File: src/rtl/pdm_cap_pkg.sv
package pdm_cap_pkg;

    typedef enum logic [1:0] {
        MC_IDLE = 2'd0,
        MC_HIGH = 2'd1,
        MC_LOW  = 2'd2
    } mc_state_t;

    localparam int NUM_CH = 2;
    localparam int CH_L   = 0;
    localparam int CH_R   = 1;

endpackage

File: src/rtl/pdm_clkgen.sv
module pdm_clkgen
    import pdm_cap_pkg::*;
#(
    parameter int DIV = 8
) (
    input  logic clk,
    input  logic rst,
    input  logic en,
    output logic mic_clk,
    output logic cap_left,
    output logic cap_right
);
    localparam int HALF = DIV / 2;
    localparam int PH_W = (DIV > 2) ? $clog2(DIV) : 1;
    localparam logic [PH_W-1:0] LAST_HI = PH_W'(HALF - 1);
    localparam logic [PH_W-1:0] LAST    = PH_W'(DIV - 1);

    mc_state_t       state, state_n;
    logic [PH_W-1:0] ph, ph_n;
    logic            clk_q;

    // State register
    always_ff @(posedge clk) begin
        if (rst) begin
            state <= MC_IDLE;
            ph    <= '0;
            clk_q <= 1'b0;
        end else begin
            state <= state_n;
            ph    <= ph_n;
            clk_q <= (state_n == MC_HIGH);
        end
    end

    // Transitions: start, half, wrap, stop
    always_comb begin
        state_n = state;
        ph_n    = ph;
        unique case (state)
            MC_IDLE: begin
                if (en) begin
                    state_n = MC_HIGH;
                    ph_n    = '0;
                end
            end
            MC_HIGH: begin
                if (!en) begin
                    state_n = MC_IDLE;
                    ph_n    = '0;
                end else begin
                    ph_n = ph + PH_W'(1);
                    if (ph == LAST_HI) state_n = MC_LOW;
                end
            end
            MC_LOW: begin
                if (!en) begin
                    state_n = MC_IDLE;
                    ph_n    = '0;
                end else if (ph == LAST) begin
                    state_n = MC_HIGH;
                    ph_n    = '0;
                end else begin
                    ph_n = ph + PH_W'(1);
                end
            end
            default: begin
                state_n = MC_IDLE;
                ph_n    = '0;
            end
        endcase
    end

    // Outputs
    always_comb begin
        mic_clk   = clk_q;
        cap_left  = en && (state == MC_HIGH) && (ph == LAST_HI);
        cap_right = en && (state == MC_LOW)  && (ph == LAST);
    end

endmodule

File: src/rtl/pdm_pair_sampler.sv
module pdm_pair_sampler (
    input  logic clk,
    input  logic rst,
    input  logic data_in,
    input  logic cap_left,
    input  logic cap_right,
    output logic left_bit,
    output logic right_bit,
    output logic pair_valid
);
    logic left_hold;

    always_ff @(posedge clk) begin
        if (rst) begin
            left_hold  <= 1'b0;
            left_bit   <= 1'b0;
            right_bit  <= 1'b0;
            pair_valid <= 1'b0;
        end else begin
            pair_valid <= 1'b0;
            if (cap_left) left_hold <= data_in;
            if (cap_right) begin
                left_bit   <= left_hold;
                right_bit  <= data_in;
                pair_valid <= 1'b1;
            end
        end
    end

endmodule

File: src/rtl/pdm_bit_counter.sv
module pdm_bit_counter #(
    parameter int W = 16
) (
    input  logic         clk,
    input  logic         rst,
    input  logic         inc,
    output logic [W-1:0] count
);
    always_ff @(posedge clk) begin
        if (rst)      count <= '0;
        else if (inc) count <= count + W'(1);
    end

endmodule

File: src/rtl/pdm_stereo_capture.sv
module pdm_stereo_capture
    import pdm_cap_pkg::*;
#(
    parameter int DIV   = 8,
    parameter int CNT_W = 16
) (
    input  logic             clk,
    input  logic             rst,
    input  logic             en,
    input  logic             mic_data_i,
    output logic             mic_clk_o,
    output logic             left_bit_o,
    output logic             right_bit_o,
    output logic             pair_valid_o,
    output logic [CNT_W-1:0] left_count_o,
    output logic [CNT_W-1:0] right_count_o
);
    logic               cap_l, cap_r;
    logic [NUM_CH-1:0]  cap_vec;
    logic [CNT_W-1:0]   cnt [NUM_CH];

    pdm_clkgen #(.DIV(DIV)) u_clkgen (
        .clk       (clk),
        .rst       (rst),
        .en        (en),
        .mic_clk   (mic_clk_o),
        .cap_left  (cap_l),
        .cap_right (cap_r)
    );

    pdm_pair_sampler u_sampler (
        .clk        (clk),
        .rst        (rst),
        .data_in    (mic_data_i),
        .cap_left   (cap_l),
        .cap_right  (cap_r),
        .left_bit   (left_bit_o),
        .right_bit  (right_bit_o),
        .pair_valid (pair_valid_o)
    );

    assign cap_vec[CH_L] = cap_l;
    assign cap_vec[CH_R] = cap_r;

    for (genvar g = 0; g < NUM_CH; g++) begin : g_cnt
        pdm_bit_counter #(.W(CNT_W)) u_cnt (
            .clk   (clk),
            .rst   (rst),
            .inc   (cap_vec[g]),
            .count (cnt[g])
        );
    end

    assign left_count_o  = cnt[CH_L];
    assign right_count_o = cnt[CH_R];

endmodule

File: config.mk
export PLATFORM = sky130hd
export DESIGN_NAME = pdm_stereo_capture
export DESIGN_NICKNAME = d
export VERILOG_FILES = /design/src/rtl/pdm_cap_pkg.sv /design/src/rtl/pdm_clkgen.sv /design/src/rtl/pdm_pair_sampler.sv /design/src/rtl/pdm_bit_counter.sv /design/src/rtl/pdm_stereo_capture.sv
export SDC_FILE = /design/constraint.sdc
export NUM_CORES = 1
export LEC_CHECK = 0
export BUFFER_PORTS_ARGS = -buffer_cell sky130_fd_sc_hd__buf_2
export CORE_ASPECT_RATIO = 0.5
export CORE_MARGIN = 4
export CORE_UTILIZATION = 40
export DETAILED_ROUTE_END_ITERATION = 16
export PLACE_DENSITY = 0.57
export SYNTH_ARGS = -nofsm -noshare
export SYNTH_HDL_FRONTEND = slang
export SYNTH_SLANG_ARGS = --single-unit
File: constraint.sdc
create_clock -name clk -period 1.9 [get_ports clk]
set_input_delay 0.19 -clock clk [delete_from_list [all_inputs] [get_ports clk]]
set_output_delay 0.19 -clock clk [all_outputs]
set_load 0.05 [all_outputs]
* Word level (Yosys, flattened, before mapping)
Cells that the tools add are included.
** Storage, ports and cells
- Bits in registers :: 42
- Output and inout bits :: 36
** Cells by class
- $add $sub $neg :: 3
- Eq/ne operators :: 6
- Multiplexer cells :: 12
- Reductions and logical operators :: 5
** Operator list (number)
- 16-bit by 1-bit adder with 16-bit output, second input constant :: 2
- 3-bit 2-to-1 mux :: 4
- 2-bit 2-to-1 mux :: 5
- 3-bit one-hot mux with 3 select lines :: 1
- 2-bit one-hot mux with 3 select lines :: 1
- 2-bit by 1-bit equality test with 1-bit output, second input constant :: 2
- 1-bit logical AND :: 4
- 3-bit by 1-bit adder with 3-bit output, second input constant :: 1
- 3-bit by 2-bit equality test with 1-bit output, second input constant :: 1
- 3-bit equality test, second input constant :: 1
- 2-bit equality test, second input constant :: 1
- 2-bit logical NOT :: 1
- 2-bit inequality test, second input constant :: 1
- 1-bit 2-to-1 mux :: 1

* Depth between registers and ports, before layout
Gate-level depths: netlist (run 1).
- Depth after elaboration :: 5
- Depth in mapped cells :: 7
- Gate-level depth less buffers :: 6

* By module
A second synthesis (run 1) with hierarchy kept.
** Unflattened totals
- Cells, all modules :: 219
- Area, all modules :: 2035.7 um2
** By module, submodules not included
- pdm_bit_counter :: times used 2, cells each 83, area each 757.0 um2, sequential area each 320.3 um2
- pdm_clkgen :: times used 1, cells each 42, area each 394.1 um2, sequential area each 120.1 um2
- pdm_pair_sampler :: times used 1, cells each 11, area each 127.6 um2, sequential area each 80.1 um2

* Worst setup path after synthesis (run 1)
No wires, ideal clock.
- Kind :: register to register
- Start :: reg g_cnt[1].u_cnt.count[3]
- End :: reg g_cnt[1].u_cnt.count[15]
- Setup time :: 0.071 ns
- Arrival :: 1.850 ns
- Required time :: 1.829 ns
- Setup slack :: -0.020 ns
- Stages on the path, launching flop included :: 5
- Buffers on the path :: 0
- Cell sequence :: dfxtp_1 -> nand4_1 -> or3_4 -> or4_1 -> a21oi_1
** Between the ends
- Longest elaborated chain between the ends :: 1
** Ends and longest elaborated chain
- from (decl) :: RTL line pdm_bit_counter.sv:7 : output logic [W-1:0] count
- from (signal assigned) :: RTL line pdm_bit_counter.sv:11 : else if (inc) count <= count + W'(1);
- 16-bit by 1-bit adder with 16-bit output :: RTL line pdm_bit_counter.sv:11
No other way between the ends.
A chain may end at the register's enable or synchronous reset.

* Worst setup path after layout (run 1)
- Start :: reg u_clkgen.ph[0]
- End :: reg g_cnt[1].u_cnt.count[15]
** Between the ends
- Longest elaborated chain between the ends :: 2
** Ends and longest elaborated chain
- from (decl) :: RTL line pdm_clkgen.sv:19 : logic [PH_W-1:0] ph, ph_n;
- from (signal assigned) :: RTL line pdm_clkgen.sv:30 : ph <= ph_n;
- 3-bit equality test :: RTL line pdm_clkgen.sv:77 : cap_right = en && (state == MC_LOW) && (ph == LAST);
- 1-bit logical AND :: RTL line pdm_clkgen.sv:77
No other way between the ends.

==> impl_metrics.toml, run 1 <==
[die]
fp.dieH_um = 57.2
die-area_um2 = 6090
core_um2 = 4530
pin_count = 40
start_util = 0.428
rows = 17
die_w_um = 106

[yosys]
yosys.area.top_type_share = 0.434
yosys_warnings = 0
syn_nets = 234
synth.avg_cell_area_um2 = 8.78
ys_types = 33
yosys-top-cells-count = "dfxtp_1, nor2_1, a21oi_1, nand2_1, xor2_1"
synth_top_flop_cell = "dfxtp_1"
yosys.area.top_type = "dfxtp_1"
async_flop_share = 0
synth.most_common_cell = "dfxtp_1"
postSynthCellCount = 221
syn-cell-area_um2 = 1940
ys_seq_area_frac = 0.434
synth_enable_flop_cells = 0
ys_ff_latch = 42
synthTopCellsByArea = "dfxtp_1, ha_1, xor2_1, a21oi_1, nor2_1"

[worst_setup_path]
reg2reg_to = "g_cnt[1].u_cnt.count[15]$_SDFFE_PP0P_"
cp.arrival_ps = 2030
rrSetupSlack_ps = 90
end_kind = "flop"
crit_fanout = 5
r2r-start = "u_clkgen.ph[0]$_SDFFE_PP0P_"
critPathKind = "flop to flop"
critical_path_required_ps = 2130
cpPeakStageDelay_ps = 410
slowest_stage = "or4_1"
startpoint_type = "flop"
reg2reg_depth = 6
crit_chain = "ha_2, ha_2, nand3_2, or3_4, or4_1, a21oi_1"
crit_top_cell = "ha_2"

[worst_hold_path]
hp-class = "input port to flop"
min-delay-start = "mic_data_i"
hold_depth = 3
whs_endpoint = "u_sampler.right_bit$_SDFFE_PP0P_"

[timing]
rsz0062_at_grt = "yes"
finalHoldWorstSlack_ps = 148
slew_headroom = 0.705
timing.fmax_mhz = 554
hold_viol = 0
setup_viol = 0
worstMarginPinSlew_ps = 442
fin_skew_ps = 3.61
fin_crit_sh = 0.950
drv_slew = 0
fin_crit_ps = 1810

[clocking]
cts_made_buffers = 5
postCtsHoldBufs = 0
path_clk_slew_ps = 80
post_cts_buffers = 0
htree_levels = 2
root_buffer = "clkbuf_8"
cts_tree = "done"
cts_buffer_depth = 2
clock_latency_ps = 290
cts_sinks = 42

[placement]
placed_cells = 329
place_area_um2 = 2270
gp_congestion = 0.736
port_buffers = 39
dp_hpwl_mm = 3.01

[outcome]
outcome = "finished, final reports clean"

[power]
peakVddDrop_uv = 280
power_frac_seq = 0.549
internal-power_mw = 1.27
leakage_nw = 0.984
p_sw_frac = 0.214
p_switching_mw = 0.345
p_comb_frac = 0.035
power_per_cell_area_nw_per_um2 = 673
clockPowerShare = 0.415

[final_layout]
layout.cells.non_filler = 337
nFillCells = 435
finalInstanceArea_um2 = 2400
n_antenna_cell = 0
final-seq-area_um2 = 848
final_layout_size_suffix_gt1_frac = 0.277
syn_to_final_growth_pct = 23.7
layout.nets = 283
multi_input_area_um2 = 1050

[job]
max_cap_violations = 0

[drt]
wl_mm = 4.08
wl_per_cell_um = 12.1
drcViolationCount = 0
drt_pass1_iterations = 4
final_antenna_net_count = 0
vias = 1703
drt-initial-drc-count = 32
via_per_inst = 5.05

[global_route]
grt_use_total = 0.140
grt_pass1_vias = 1557
grt_pass1_wl_mm = 6.89
antenna_found_initial = 0
grt-ovfl-total = 0
grt_start_max_net_pins = 26
[sequential cells by signal, summed over array words and instances (netlist names)]
signal,flops
u_sampler.left_hold,1
u_clkgen.ph,3
u_sampler.pair_valid,1
g_cnt.u_cnt.count,32
u_sampler.right_bit,1
u_clkgen.state,2
u_sampler.left_bit,1
u_clkgen.mic_clk,1
[per-stage QoR]
stage | utilization | setup slack (ps) | setup TNS [ps] | power [mW]
final | 0.529 | 94.9 | 0 | 1.61
after global routing | 0.529 | -1.72 | -1.72 | 1.69
after CTS | 0.525 | 2.34 | 0 | 1.64
after detailed placement | 0.500 | 7.36 | 0 | 0.963
after floorplan | - | 22.8 | 0 | 0.946
after global placement | 0.500 | 69.0 | 0 | 0.962
[power by group through the flow]
stage	sequential [mW]	clock, mW	combinational [mW]
final	0.886	0.670	0.0569
after global routing	0.888	0.739	0.0629
after CTS	0.886	0.698	0.0571
after detailed placement	0.907	0	0.0566
after global placement	0.907	0	0.0553
after floorplan	0.913	0	0.0335
[final cells by class]
type	count	area share
Clock buffer	8	0.0459
Tap cell	66	0.0344
Sequential cell	42	0.354
Inverter	6	0.00939
Multi-Input combinational cell	164	0.438
Timing Repair Buffer	51	0.119
[metal layers]
metal / GRT usage / part of all wire / routed length (µm)
met1: 0.176 / 0.50 / 2040
met2: 0.226 / 0.45 / 1820
met3: 0.0463 / 0.043 / 175
met4: 0.0492 / 0.011 / 44
met5: 0 / 0 / 0
[worst max-delay path by stage]
stage | depth (start not counted) | to | startpoint | slack, ps
3_3_place_gp | 6 | g_cnt[1].u_cnt.count[15]$_SDFFE_PP0P_ | u_clkgen.ph[0]$_SDFFE_PP0P_ | 70
4_1_cts | 6 | g_cnt[0].u_cnt.count[15]$_SDFFE_PP0P_ | u_clkgen.ph[0]$_SDFFE_PP0P_ | 2
6_report | 6 | g_cnt[1].u_cnt.count[15]$_SDFFE_PP0P_ | u_clkgen.ph[0]$_SDFFE_PP0P_ | 90
5_1_grt | 6 | g_cnt[0].u_cnt.count[15]$_SDFFE_PP0P_ | u_clkgen.ph[0]$_SDFFE_PP0P_ | -2
2_1_floorplan | 4 | g_cnt[1].u_cnt.count[15]$_SDFFE_PP0P_ | g_cnt[1].u_cnt.count[5]$_SDFFE_PP0P_ | 20
3_5_place_dp | 6 | g_cnt[1].u_cnt.count[15]$_SDFFE_PP0P_ | u_clkgen.ph[0]$_SDFFE_PP0P_ | 7
[placed cells by master (no fill, tap or decap), types with 3 or more instances in the layout]
cell type,synthesis,final
and3_1,5,5
ha_2,0,3
dfxtp_1,42,36
xor2_1,11,11
buf_4,1,12
ha_1,9,6
inv_1,6,6
or3_1,9,9
nor2_1,25,25
o31ai_1,4,4
nand4_1,9,9
or4_1,5,5
xnor2_1,7,7
clkbuf_8,0,8
buf_2,0,39
a21oi_1,19,18
nand2_1,18,18
and4_1,5,4
dfxtp_2,0,6
o21ai_0,9,9
nand3_1,10,9
nor2b_1,3,3
[repair_timing]
| action | 4_1_cts | 5_1_grt |
|---|---|---|
| endpoints found under the setup margin | 1 | 9 |
| pin swaps | 1 | 0 |
| gates resized for setup | 1 | 8 |
[cell families (layout without fill, tap and decap cells)]
group / after synthesis / count (layout) / synth area share
and+or+nand+nor: 98 / 98 / 0.273
DFF: 42 / 42 / 0.434
AOI/OAI and AO/OA: 37 / 37 / 0.109
xor gates and xnor gates: 18 / 18 / 0.0813
buffers and inverters: 15 / 65 / 0.0348
adders and majority gates: 9 / 9 / 0.0581
muxes: 2 / 2 / 0.0103
[critical path: cells and delay by family, from the launching register on]
| family | cells | cell delay, ps |
|---|---|---|
| adders and majority gates | 2 | 380 |
| AOI/OAI and AO/OA | 1 | 150 |
| DFF | 1 | 340 |
| and+or+nand+nor | 3 | 870 |
Power figures use the tool's default switching activity.
==> inputs of run 2 (changes only) <==
--- a/config.mk
+++ b/config.mk
@@ -5,12 +5,13 @@
 export SDC_FILE = /design/constraint.sdc
 export NUM_CORES = 1
 export LEC_CHECK = 0
+export ABC_AREA = 1
 export BUFFER_PORTS_ARGS = -buffer_cell sky130_fd_sc_hd__buf_2
 export CORE_ASPECT_RATIO = 0.5
 export CORE_MARGIN = 4
 export CORE_UTILIZATION = 40
 export DETAILED_ROUTE_END_ITERATION = 16
-export PLACE_DENSITY = 0.57
+export PLACE_DENSITY = 0.56
 export SYNTH_ARGS = -nofsm -noshare
 export SYNTH_HDL_FRONTEND = slang
 export SYNTH_SLANG_ARGS = --single-unit
==> run 2 against run 1 <==
Cell count up 28%. Maximum frequency up 13%. Highest routed layer unchanged. Clock skew up 3.8 ps. Synthesized cell count up 44%. Cell area up 7.8%. First-iteration DRC count rose to 2.9 times the previous value. Total power down 4.1%. Die area up 13%.
==> impl_metrics.toml, run 2 <==
[outcome]
outcome = "finished, final reports clean"

[clocking]
cts_tree = "done"
cts_buffer_depth = 2
cts_made_buffers = 5
root_buffer = "clkbuf_8"
post_cts_buffers = 0
clock_latency_ps = 290
cts_resized = 0
path_clk_slew_ps = 80
htree_levels = 2
postCtsHoldBufs = 0
cts_sinks = 42

[global_route]
grt_pass1_vias = 1963
grt_use_total = 0.153
grt-ovfl-total = 0
antenna_found_initial = 0
grt_start_max_net_pins = 25
grt_pass1_wl_mm = 8.56

[drt]
final_antenna_net_count = 0
drt-initial-drc-count = 93
wl_mm = 4.77
wl_per_cell_um = 11.0
drt_pass1_iterations = 4
via_per_inst = 4.74
vias = 2051
drcViolationCount = 0

[yosys]
synth_enable_flop_cells = 0
synth_top_family_by_area = "simple AND/OR/NAND/NOR gates"
synthTopCellsByArea = "dfxtp_1, nand2_1, inv_1, nor2_1, ha_1"
yosys.area.top_type = "dfxtp_1"
synth.avg_cell_area_um2 = 6.96
ys_ff_latch = 42
async_flop_share = 0
synth-simple-area-share = 0.395
synthXorXnorAreaFrac = 0
synthAdderAreaFrac = 0.0509
syn_nets = 331
ys_types = 27
yosys-top-cells-count = "nand2_1, inv_1, nor2_1, dfxtp_1, a21oi_1"
synthMuxAreaShare = 0
yosys_warnings = 0
synth_top_flop_cell = "dfxtp_1"
synth_compound_area_frac = 0.0786
synth.most_common_cell = "nand2_1"
postSynthCellCount = 318
syn-cell-area_um2 = 2210
ys_seq_area_frac = 0.380
yosys.area.top_type_share = 0.380

[die]
fp.dieH_um = 60.6
pin_count = 40
core_um2 = 5130
die-area_um2 = 6860
die_w_um = 113
rows = 18
start_util = 0.431

[final_layout]
finalInstanceArea_um2 = 2590
layout.cells.non_filler = 433
layout_commonest_cell = "nand2_1"
syn_to_final_growth_pct = 16.9
top_regs = "g_cnt.u_cnt.count (32), u_clkgen.ph (3), u_clkgen.state (2)"
layout.nets = 375
n_antenna_cell = 0
largest_register = "g_cnt.u_cnt.count"
final_cell_mix = "nand2_1, inv_1, nor2_1"
largest_reg_flops = 32
final_layout_size_suffix_gt1_frac = 0.190

[power]
leakage_nw = 1.22
power_per_cell_area_nw_per_um2 = 598
p_total_mw = 1.55
peakVddDrop_uv = 292

[placement]
placed_cells = 425
pre_cts_slack_ps = 307
gp_congestion = 0.851
port_buffers = 39
place_area_um2 = 2490
dp_hpwl_mm = 3.61

[timing]
setup_tns_ps = 0
fin_crit_sh = 0.840
drv_slew = 0
setup_ws_ps = 304
fin_crit_ps = 1600
fin_skew_ps = 7.45
hold_viol = 0
rsz0062_at_grt = "no"
timing.fmax_mhz = 627
worstMarginPinSlew_ps = 805
setup_viol = 0
slew_headroom = 0.463

[job]
max_cap_violations = 0

[worst_setup_path]
critical_path_required_ps = 2130
end_kind = "flop"
cpPeakStageDelay_ps = 350
startpoint_type = "flop"
cp.arrival_ps = 1830
critPathKind = "flop to flop"
crit_chain = "ha_1, ha_1, nand3_4, nor2_4, nand4_1, nand2_1, nand2_1, nor2_1"
slowest_stage = "dfxtp_1"
crit_fanout = 10

[worst_hold_path]
hp-class = "input port to flop"
-- run 2: final timing paths --
path                                                       start                                     to  slack [ps]  depth (start not counted)
worst max-delay path                 u_clkgen.ph[0]$_SDFFE_PP0P_  g_cnt[1].u_cnt.count[14]$_SDFFE_PP0P_         300                          8
worst min register to register  u_sampler.right_bit$_SDFFE_PP0P_       u_sampler.right_bit$_SDFFE_PP0P_         460                          2
worst min-delay path                                  mic_data_i       u_sampler.left_hold$_SDFFE_PP0P_         160                          3
worst max register to register       u_clkgen.ph[0]$_SDFFE_PP0P_  g_cnt[1].u_cnt.count[14]$_SDFFE_PP0P_         300                          8
-- run 2: routing by layer --
layer | vias to the layer above | wire length, µm | track usage
met5 | - | 0 | 0
met4 | 0 | 32 | 0.0360
met3 | 4 | 186 | 0.0388
met2 | 35 | 2080 | 0.262
met1 | 921 | 2470 | 0.200
li1 | 1091 | - | -
-- run 2: layout make-up --
type                       count  area [µm²]
inverter                      52         195
fill                         542        2550
multi-input combinational    220        1160
clock inverter                 1        5.00
tap                           70        87.6
timing repair buffer          41         210
clock buffer                   7        86.3
sequential                    42         841
-- run 2: logic make-up after synthesis --
group,after synthesis
AO/OA/AOI/OAI,33
adder cells (fa/ha/maj),9
buffers and inverters,56
flip-flops,42
AND/OR/NAND/NOR,178
-- run 2: metrics by stage --
stage / util / hold slack [ps]
after global placement: 0.486 / 452
after floorplan: - / 333
after CTS: 0.504 / 150
after detailed placement: 0.486 / 454
after global routing: 0.504 / 162
final: 0.504 / 155
-- run 2: report_power, final --
group,internal (mW),leakage (nW),switching [mW]
Clock,0.294,0.0482,0.302
Sequential,0.884,0.339,0.00332
Combinational,0.0180,0.828,0.0465
-- run 2: worst max-delay path, delay by kind of cell, from the launching register on --
family / cells / cell delay, ps
AND/OR/NAND/NOR: 6 / 760
adder cells (fa/ha/maj): 2 / 420
flip-flops: 1 / 350
